==> config.mk <==
export PLATFORM = sky130hd
export DESIGN_NAME = sc_core
export DESIGN_NICKNAME = d
export VERILOG_FILES = /design/src/rtl/core_pkg.sv /design/src/rtl/core_ctrl.sv /design/src/rtl/core_alu.sv /design/src/rtl/core_regfile.sv /design/src/rtl/core_wmem.sv /design/src/rtl/sc_core.sv
export SDC_FILE = /design/constraint.sdc
export NUM_CORES = 1
export LEC_CHECK = 0
export CELL_PAD_IN_SITES_DETAIL_PLACEMENT = 2
export CELL_PAD_IN_SITES_GLOBAL_PLACEMENT = 2
export CORE_AREA = 2 2 95 88
export DETAILED_ROUTE_END_ITERATION = 8
export DIE_AREA = 0 0 97 90
export GPL_ROUTABILITY_DRIVEN = 1
export GPL_TIMING_DRIVEN = 0
export HOLD_SLACK_MARGIN = 0.12
export PLACE_DENSITY_LB_ADDON = 0.1
export SYNTH_ARGS = -nofsm -noshare
export SYNTH_HDL_FRONTEND = slang
export SYNTH_SLANG_ARGS = --single-unit
==> constraint.sdc <==
create_clock -name clk -period 1.8 [get_ports clk]
set_clock_uncertainty 0.05 [all_clocks]
set_input_delay 0.18 -clock clk [delete_from_list [all_inputs] [get_ports clk]]
set_output_delay 0.18 -clock clk [all_outputs]
set_load 0.02 [all_outputs]
==> src/rtl/core_pkg.sv <==
package core_pkg;

    localparam int XLEN    = 32;
    localparam int REG_CNT = 32;
    localparam int RIDX_W  = $clog2(REG_CNT);

    localparam logic [5:0] OPC_RTYPE = 6'b000000;
    localparam logic [5:0] OPC_JMP   = 6'b000010;
    localparam logic [5:0] OPC_BEQ   = 6'b000100;
    localparam logic [5:0] OPC_LOAD  = 6'b100011;
    localparam logic [5:0] OPC_STORE = 6'b101011;

    localparam logic [5:0] FN_ADD = 6'b100000;
    localparam logic [5:0] FN_SUB = 6'b100010;
    localparam logic [5:0] FN_AND = 6'b100100;
    localparam logic [5:0] FN_OR  = 6'b100101;
    localparam logic [5:0] FN_SLT = 6'b101010;

    typedef enum logic [2:0] {
        ALU_AND = 3'b000,
        ALU_OR  = 3'b001,
        ALU_ADD = 3'b010,
        ALU_SUB = 3'b110,
        ALU_SLT = 3'b111
    } alu_fn_e;

    typedef enum logic [1:0] {
        AOP_ADD   = 2'b00,
        AOP_SUB   = 2'b01,
        AOP_FUNCT = 2'b10
    } alu_op_e;

    // datapath steering produced by the main decoder
    typedef struct packed {
        logic dst_rd;   // write index from rd instead of rt
        logic src_imm;  // second ALU operand is the extended immediate
        logic wb_mem;   // write-back data from data memory
        logic dm_we;    // store
        logic is_beq;   // conditional branch
        logic is_jmp;   // absolute jump
    } dp_ctl_t;

    typedef struct packed {
        logic [XLEN-1:0] pc;
    } core_state_t;

endpackage

==> src/rtl/core_ctrl.sv <==
module core_ctrl
    import core_pkg::*;
(
    input  logic [5:0] opc_i,
    input  logic [5:0] funct_i,
    output dp_ctl_t    ctl_o,
    output alu_fn_e    fn_o,
    output logic       rf_we_o
);

    alu_op_e aop;
    logic    base_we;
    logic    fn_ok;

    // main decoder: opcode -> steering, class of ALU operation
    always_comb begin
        ctl_o   = '0;
        aop     = AOP_ADD;
        base_we = 1'b0;
        case (opc_i)
            OPC_RTYPE: begin
                ctl_o.dst_rd = 1'b1;
                base_we      = 1'b1;
                aop          = AOP_FUNCT;
            end
            OPC_LOAD: begin
                ctl_o.src_imm = 1'b1;
                ctl_o.wb_mem  = 1'b1;
                base_we       = 1'b1;
            end
            OPC_STORE: begin
                ctl_o.src_imm = 1'b1;
                ctl_o.dm_we   = 1'b1;
            end
            OPC_BEQ: begin
                ctl_o.is_beq = 1'b1;
                aop          = AOP_SUB;
            end
            OPC_JMP: begin
                ctl_o.is_jmp = 1'b1;
            end
            default: begin
            end
        endcase
    end

    // second-level decoder: operation class + function field -> ALU code
    always_comb begin
        fn_o  = ALU_ADD;
        fn_ok = 1'b1;
        case (aop)
            AOP_ADD: fn_o = ALU_ADD;
            AOP_SUB: fn_o = ALU_SUB;
            AOP_FUNCT: begin
                case (funct_i)
                    FN_ADD:  fn_o = ALU_ADD;
                    FN_SUB:  fn_o = ALU_SUB;
                    FN_AND:  fn_o = ALU_AND;
                    FN_OR:   fn_o = ALU_OR;
                    FN_SLT:  fn_o = ALU_SLT;
                    default: fn_ok = 1'b0;
                endcase
            end
            default: fn_ok = 1'b0;
        endcase
    end

    assign rf_we_o = base_we & fn_ok;

endmodule

==> src/rtl/core_alu.sv <==
module core_alu
    import core_pkg::*;
#(
    parameter int W = 32
) (
    input  logic [W-1:0] a_i,
    input  logic [W-1:0] b_i,
    input  alu_fn_e      fn_i,
    output logic [W-1:0] y_o,
    output logic         zero_o
);

    always_comb begin
        case (fn_i)
            ALU_AND: y_o = a_i & b_i;
            ALU_OR:  y_o = a_i | b_i;
            ALU_ADD: y_o = a_i + b_i;
            ALU_SUB: y_o = a_i - b_i;
            ALU_SLT: y_o = ($signed(a_i) < $signed(b_i)) ? W'(1) : '0;
            default: y_o = '0;
        endcase
    end

    assign zero_o = (y_o == '0);

endmodule

==> src/rtl/core_regfile.sv <==
module core_regfile #(
    parameter int W = 32,
    parameter int N = 32,
    localparam int AW = $clog2(N)
) (
    input  logic          clk,
    input  logic          we_i,
    input  logic [AW-1:0] wa_i,
    input  logic [W-1:0]  wd_i,
    input  logic [AW-1:0] ra_a_i,
    input  logic [AW-1:0] ra_b_i,
    input  logic [AW-1:0] ra_d_i,
    output logic [W-1:0]  rd_a_o,
    output logic [W-1:0]  rd_b_o,
    output logic [W-1:0]  rd_d_o
);

    logic [W-1:0] bank [N];

    for (genvar g = 0; g < N; g++) begin : g_reg
        if (g == 0) begin : g_zero
            assign bank[g] = '0;
        end else begin : g_word
            logic         hit;
            logic [W-1:0] word_d;
            logic [W-1:0] word_q;

            // one output of the write-index decoder
            assign hit = we_i && (wa_i == AW'(g));

            always_comb begin
                word_d = word_q;
                if (hit) begin
                    word_d = wd_i;
                end
            end

            always_ff @(posedge clk) begin
                word_q <= word_d;
            end

            assign bank[g] = word_q;
        end
    end

    assign rd_a_o = bank[ra_a_i];
    assign rd_b_o = bank[ra_b_i];
    assign rd_d_o = bank[ra_d_i];

endmodule

==> src/rtl/core_wmem.sv <==
module core_wmem #(
    parameter int W     = 32,
    parameter int DEPTH = 64,
    localparam int AW = $clog2(DEPTH)
) (
    input  logic          clk,
    input  logic          we_i,
    input  logic [AW-1:0] idx_i,
    input  logic [W-1:0]  wd_i,
    output logic [W-1:0]  rd_o
);

    logic [W-1:0] mem_q [DEPTH];

    always_ff @(posedge clk) begin
        if (we_i) begin
            mem_q[idx_i] <= wd_i;
        end
    end

    assign rd_o = mem_q[idx_i];

endmodule

==> src/rtl/sc_core.sv <==
module sc_core
    import core_pkg::*;
#(
    parameter int IMEM_WORDS = 64,
    parameter int DMEM_WORDS = 64
) (
    input  logic              clk,
    input  logic              rst,
    output logic [XLEN-1:0]   pc_o,
    input  logic [RIDX_W-1:0] dbg_sel,
    output logic [XLEN-1:0]   dbg_data
);

    localparam int IM_AW = $clog2(IMEM_WORDS);
    localparam int DM_AW = $clog2(DMEM_WORDS);

    core_state_t st_d;
    core_state_t st_q;

    logic [XLEN-1:0]   instr;
    logic [5:0]        opc;
    logic [5:0]        funct;
    logic [RIDX_W-1:0] rs_idx;
    logic [RIDX_W-1:0] rt_idx;
    logic [RIDX_W-1:0] rd_idx;
    logic [15:0]       imm;
    logic [25:0]       jfield;

    dp_ctl_t           ctl;
    alu_fn_e           alu_fn;
    logic              rf_we_dec;
    logic              rf_wr;
    logic              dm_wr;
    logic              is_jmp;
    logic              take_br;

    logic [XLEN-1:0]   rd_a;
    logic [XLEN-1:0]   rd_b;
    logic [XLEN-1:0]   imm_ext;
    logic [XLEN-1:0]   alu_b;
    logic [XLEN-1:0]   alu_y;
    logic              alu_zero;
    logic [XLEN-1:0]   dm_rdata;
    logic [RIDX_W-1:0] wb_idx;
    logic [XLEN-1:0]   wb_data;

    logic [XLEN-1:0]   pc_plus4;
    logic [XLEN-1:0]   br_target;
    logic [XLEN-1:0]   jmp_target;

    // instruction fetch
    core_wmem #(.W(XLEN), .DEPTH(IMEM_WORDS)) u_imem (
        .clk   (clk),
        .we_i  (1'b0),
        .idx_i (st_q.pc[IM_AW+1:2]),
        .wd_i  ('0),
        .rd_o  (instr)
    );

    assign opc    = instr[31:26];
    assign rs_idx = instr[25:21];
    assign rt_idx = instr[20:16];
    assign rd_idx = instr[15:11];
    assign funct  = instr[5:0];
    assign imm    = instr[15:0];
    assign jfield = instr[25:0];

    core_ctrl u_ctrl (
        .opc_i   (opc),
        .funct_i (funct),
        .ctl_o   (ctl),
        .fn_o    (alu_fn),
        .rf_we_o (rf_we_dec)
    );

    // no architectural update while reset is held
    assign rf_wr  = rf_we_dec & ~rst;
    assign dm_wr  = ctl.dm_we & ~rst;
    assign is_jmp = ctl.is_jmp;

    assign wb_idx  = ctl.dst_rd ? rd_idx : rt_idx;
    assign wb_data = ctl.wb_mem ? dm_rdata : alu_y;

    core_regfile #(.W(XLEN), .N(REG_CNT)) u_rf (
        .clk    (clk),
        .we_i   (rf_wr),
        .wa_i   (wb_idx),
        .wd_i   (wb_data),
        .ra_a_i (rs_idx),
        .ra_b_i (rt_idx),
        .ra_d_i (dbg_sel),
        .rd_a_o (rd_a),
        .rd_b_o (rd_b),
        .rd_d_o (dbg_data)
    );

    assign imm_ext = {{(XLEN-16){imm[15]}}, imm};
    assign alu_b   = ctl.src_imm ? imm_ext : rd_b;

    core_alu #(.W(XLEN)) u_alu (
        .a_i    (rd_a),
        .b_i    (alu_b),
        .fn_i   (alu_fn),
        .y_o    (alu_y),
        .zero_o (alu_zero)
    );

    core_wmem #(.W(XLEN), .DEPTH(DMEM_WORDS)) u_dmem (
        .clk   (clk),
        .we_i  (dm_wr),
        .idx_i (alu_y[DM_AW+1:2]),
        .wd_i  (rd_b),
        .rd_o  (dm_rdata)
    );

    // dedicated next-address adders
    assign pc_plus4   = st_q.pc + XLEN'(4);
    assign br_target  = pc_plus4 + {imm_ext[XLEN-3:0], 2'b00};
    assign jmp_target = {st_q.pc[XLEN-1:XLEN-4], jfield, 2'b00};
    assign take_br    = ctl.is_beq & alu_zero;

    always_comb begin
        st_d    = st_q;
        st_d.pc = pc_plus4;
        if (take_br) begin
            st_d.pc = br_target;
        end
        if (is_jmp) begin
            st_d.pc = jmp_target;
        end
    end

    always_ff @(posedge clk) begin
        if (rst) begin
            st_q <= '0;
        end else begin
            st_q <= st_d;
        end
    end

    assign pc_o = st_q.pc;

endmodule

==> metrics.csv <==
stage,metric,value,unit
route,post_drt_wl_per_cell,11.8,um
route,firstDrtPassIters,2,
die,start_util,18.4,%
setup_path,cp-end-kind,flip-flop,
sta,fmax,526,MHz
yosys,synth-seq-cells,26,
clocking,clockBufferDepth,2,
setup_path,reg2reg_from,pc_o[3]$_SDFF_PP0_,
setup_path,worstSetupEndpoint,pc_o[25]$_SDFF_PP0_,
die,core,7800,um2
final_layout,nets,256,
clocking,clk_latency,0.27,ns
clocking,cts_hold_buf,0,
route,vias,1363,
worst_hold_path,worstHoldPathCells,2,
grt,grt_first_pass_wirelength,6950,um
route,post-route-drc-count,0,
route,ant_nets,0,
yosys,synth.top_cell.area_share,36.3,%
sta,period_minus_slack,1.90,ns
pwr,power.density,508,nW/um2
outcome,status,"finished, violations left",
setup_path,crit_type,flip-flop to flip-flop,
route,avgViaCountPerCell,3.94,
grt,antenna_found_initial,0,
final_layout,multi_input_area,840,um2
sta,hold_viol_final,0,
sta,setup_viol,12,
sta,fin_ws,-0.0995,ns
sta,worstMarginPinSlew,0.642,ns
yosys,synth-seq-area-share,36.3,%
sta,rsz0062_at_grt,true,
setup_path,worst_r2r_path_depth,5,
worst_hold_path,hp-class,input port to flip-flop,
clocking,cts_made_buffers,3,
yosys,synthesis.area,1440,um2
setup_path,crit_start,pc_o[3]$_SDFF_PP0_,
final_layout,final_common_cell,buf_4,
sta,finalCritPeriodShare,106,%
final_layout,num_antenna_cells,0,
setup_path,required,1.96,ns
setup_path,cp_max_fo,4,
final_layout,seq_area,552,um2
placement,place_ws,-0.222,ns
die,die-width,97,um
placement,dp_hpwl,3000,um
clocking,cts_tree,done,
grt,grt_max_degree,15,
final_layout,drive_gt1_share,35.2,%
job,maxCapViolCount,0,
final_layout,synthToLayoutAreaGrowth,57.4,%
yosys,yosysUniqueCellTypes,25,
final_layout,nFillCells,934,
sta,max_slew_margin,57.2,%
yosys,synth_top_cell_by_area,dfxtp_1,
clocking,clock-root-buffer,clkbuf_8,
placement,gp_congestion,0.656,
clocking,clk_pin_slew,0.10,ns
clocking,htreeDepth,1,
die,die_area,8730,um2
die,rows,31,
grt,grt_overflow,0,
yosys,syn_avg_cell_area,8.44,um2
route,drt_iter0_drc,23,
pwr,p_total,1.15,mW
final_layout,final_cell_mix,"44 x buf_4, 38 x conb_1, 25 x clkdlybuf4s50_1",
pwr,p_leak,0.886,nW
clocking,cts_sinks,26,
route,routed_wl,4100,um
die,die_h,90,um
grt,grt_pass1_vias,1379,
yosys,synthTopCellsByArea,"dfxtp_1 36%, buf_4 20%, xnor2_1 4.9%",
final_layout,largest_reg_flops,26,
placement,portBuffers,26,
die,pin_count,71,
setup_path,cp_data_arrival_time,2.06,ns
pwr,irDropWorstVdd,0.000280,V
setup_path,r2r_slack,-0.1,ns
grt,grt_use_total,9.55,%
yosys,synth_cells,170,
setup_path,critPathLaunchType,flip-flop,
yosys,ys_warn_count,0,
sta,drv_slew,0,
outcome,violations,negative setup slack,
setup_path,r2r-end,pc_o[25]$_SDFF_PP0_,
cells in the mapped netlist:
cell type / n
a21oi_1: 13
nand2_1: 8
conb_1: 1
or3_1: 7
or4_1: 5
and4_1: 2
buf_4: 39
nand4_1: 5
inv_1: 4
nand3_1: 7
dfxtp_1: 26
and4_2: 1
o21ai_0: 8
nor2b_1: 1
nor2_1: 13
clkbuf_1: 3
clkbuf_2: 1
nor3_1: 4
o31ai_1: 5
nand4_2: 2
xnor2_1: 8
ha_1: 1
or3_2: 1
xor2_1: 3
or4_4: 2
worst min path at each step:
stage,startpoint,endpoint,slack (ns)
after floorplan,rst,pc_o[3]$_SDFF_PP0_,0.41
after global placement,pc_o[2]$_SDFF_PP0_,pc_o[2]$_SDFF_PP0_,0.42
final,rst,pc_o[3]$_SDFF_PP0_,0.23
after CTS,rst,pc_o[3]$_SDFF_PP0_,0.24
after global routing,rst,pc_o[16]$_SDFF_PP0_,0.28
after detailed placement,pc_o[2]$_SDFF_PP0_,pc_o[2]$_SDFF_PP0_,0.42
where the power goes:
group | total [mW] | internal, mW | switching, mW
Clock | 0.353 | 0.159 | 0.195
Sequential | 0.586 | 0.576 | 0.00994
Combinational | 0.208 | 0.0914 | 0.117
Total | 1.15 | 0.826 | 0.321
routing by layer:
metal	wire length, um	vias to the layer above	track usage, %
met5	0	-	0
met4	16	0	1.41
met3	184	2	2.41
met2	2030	35	16.0
met1	1870	657	12.6
li1	-	669	-
kinds of logic (layout without fill, tap and decap cells):
family | Yosys count | count (layout) | share of synthesized area (%)
xor+xnor | 11 | 11 | 6.71
simple gates | 58 | 58 | 23.4
buf+inv | 47 | 87 | 22.6
flops | 26 | 26 | 36.3
other cells | 1 | 38 | 0.261
fa+ha+maj | 1 | 1 | 0.872
compound gates | 26 | 26 | 9.94
critical path, cell delays in order, from the launching register on:
cell	delay (ns)
dfxtp_4	0.37
buf_6	0.10
nand4_4	0.10
or4_4	0.56
or4_4	0.50
a21oi_2	0.14
repair_timing:
item / in CTS / in global routing
buffers inserted: 9 / 1
setup endpoints to repair: 12 / 13
endpoints found under the hold margin: 0 / 0
gates resized for setup: 8 / 20
pin swaps: 14 / 6
area by class of cell:
cell class / count / area share, %
timing repair buffer: 36 / 16.0
clock buffer: 4 / 1.99
tap: 99 / 5.48
inverter: 4 / 0.665
sequential: 26 / 24.4
buffer: 43 / 14.2
multi-input combinational: 134 / 37.2
through the flow:
step           hold slack [ns]  setup TNS, ns  std cells  utilization, %  cell area (um2)
6_report                 0.231         -0.634        346            29.0             2260
5_1_grt                  0.277          -1.43        346            29.0             2260
4_1_cts                  0.243         -0.806        345            27.9             2180
3_5_place_dp             0.420          -1.60        332            25.9             2020
3_3_place_gp             0.418          -1.50        332            25.9             2020
2_1_floorplan            0.412         -0.667        207               -             1640
Power figures use the tool's default switching activity.
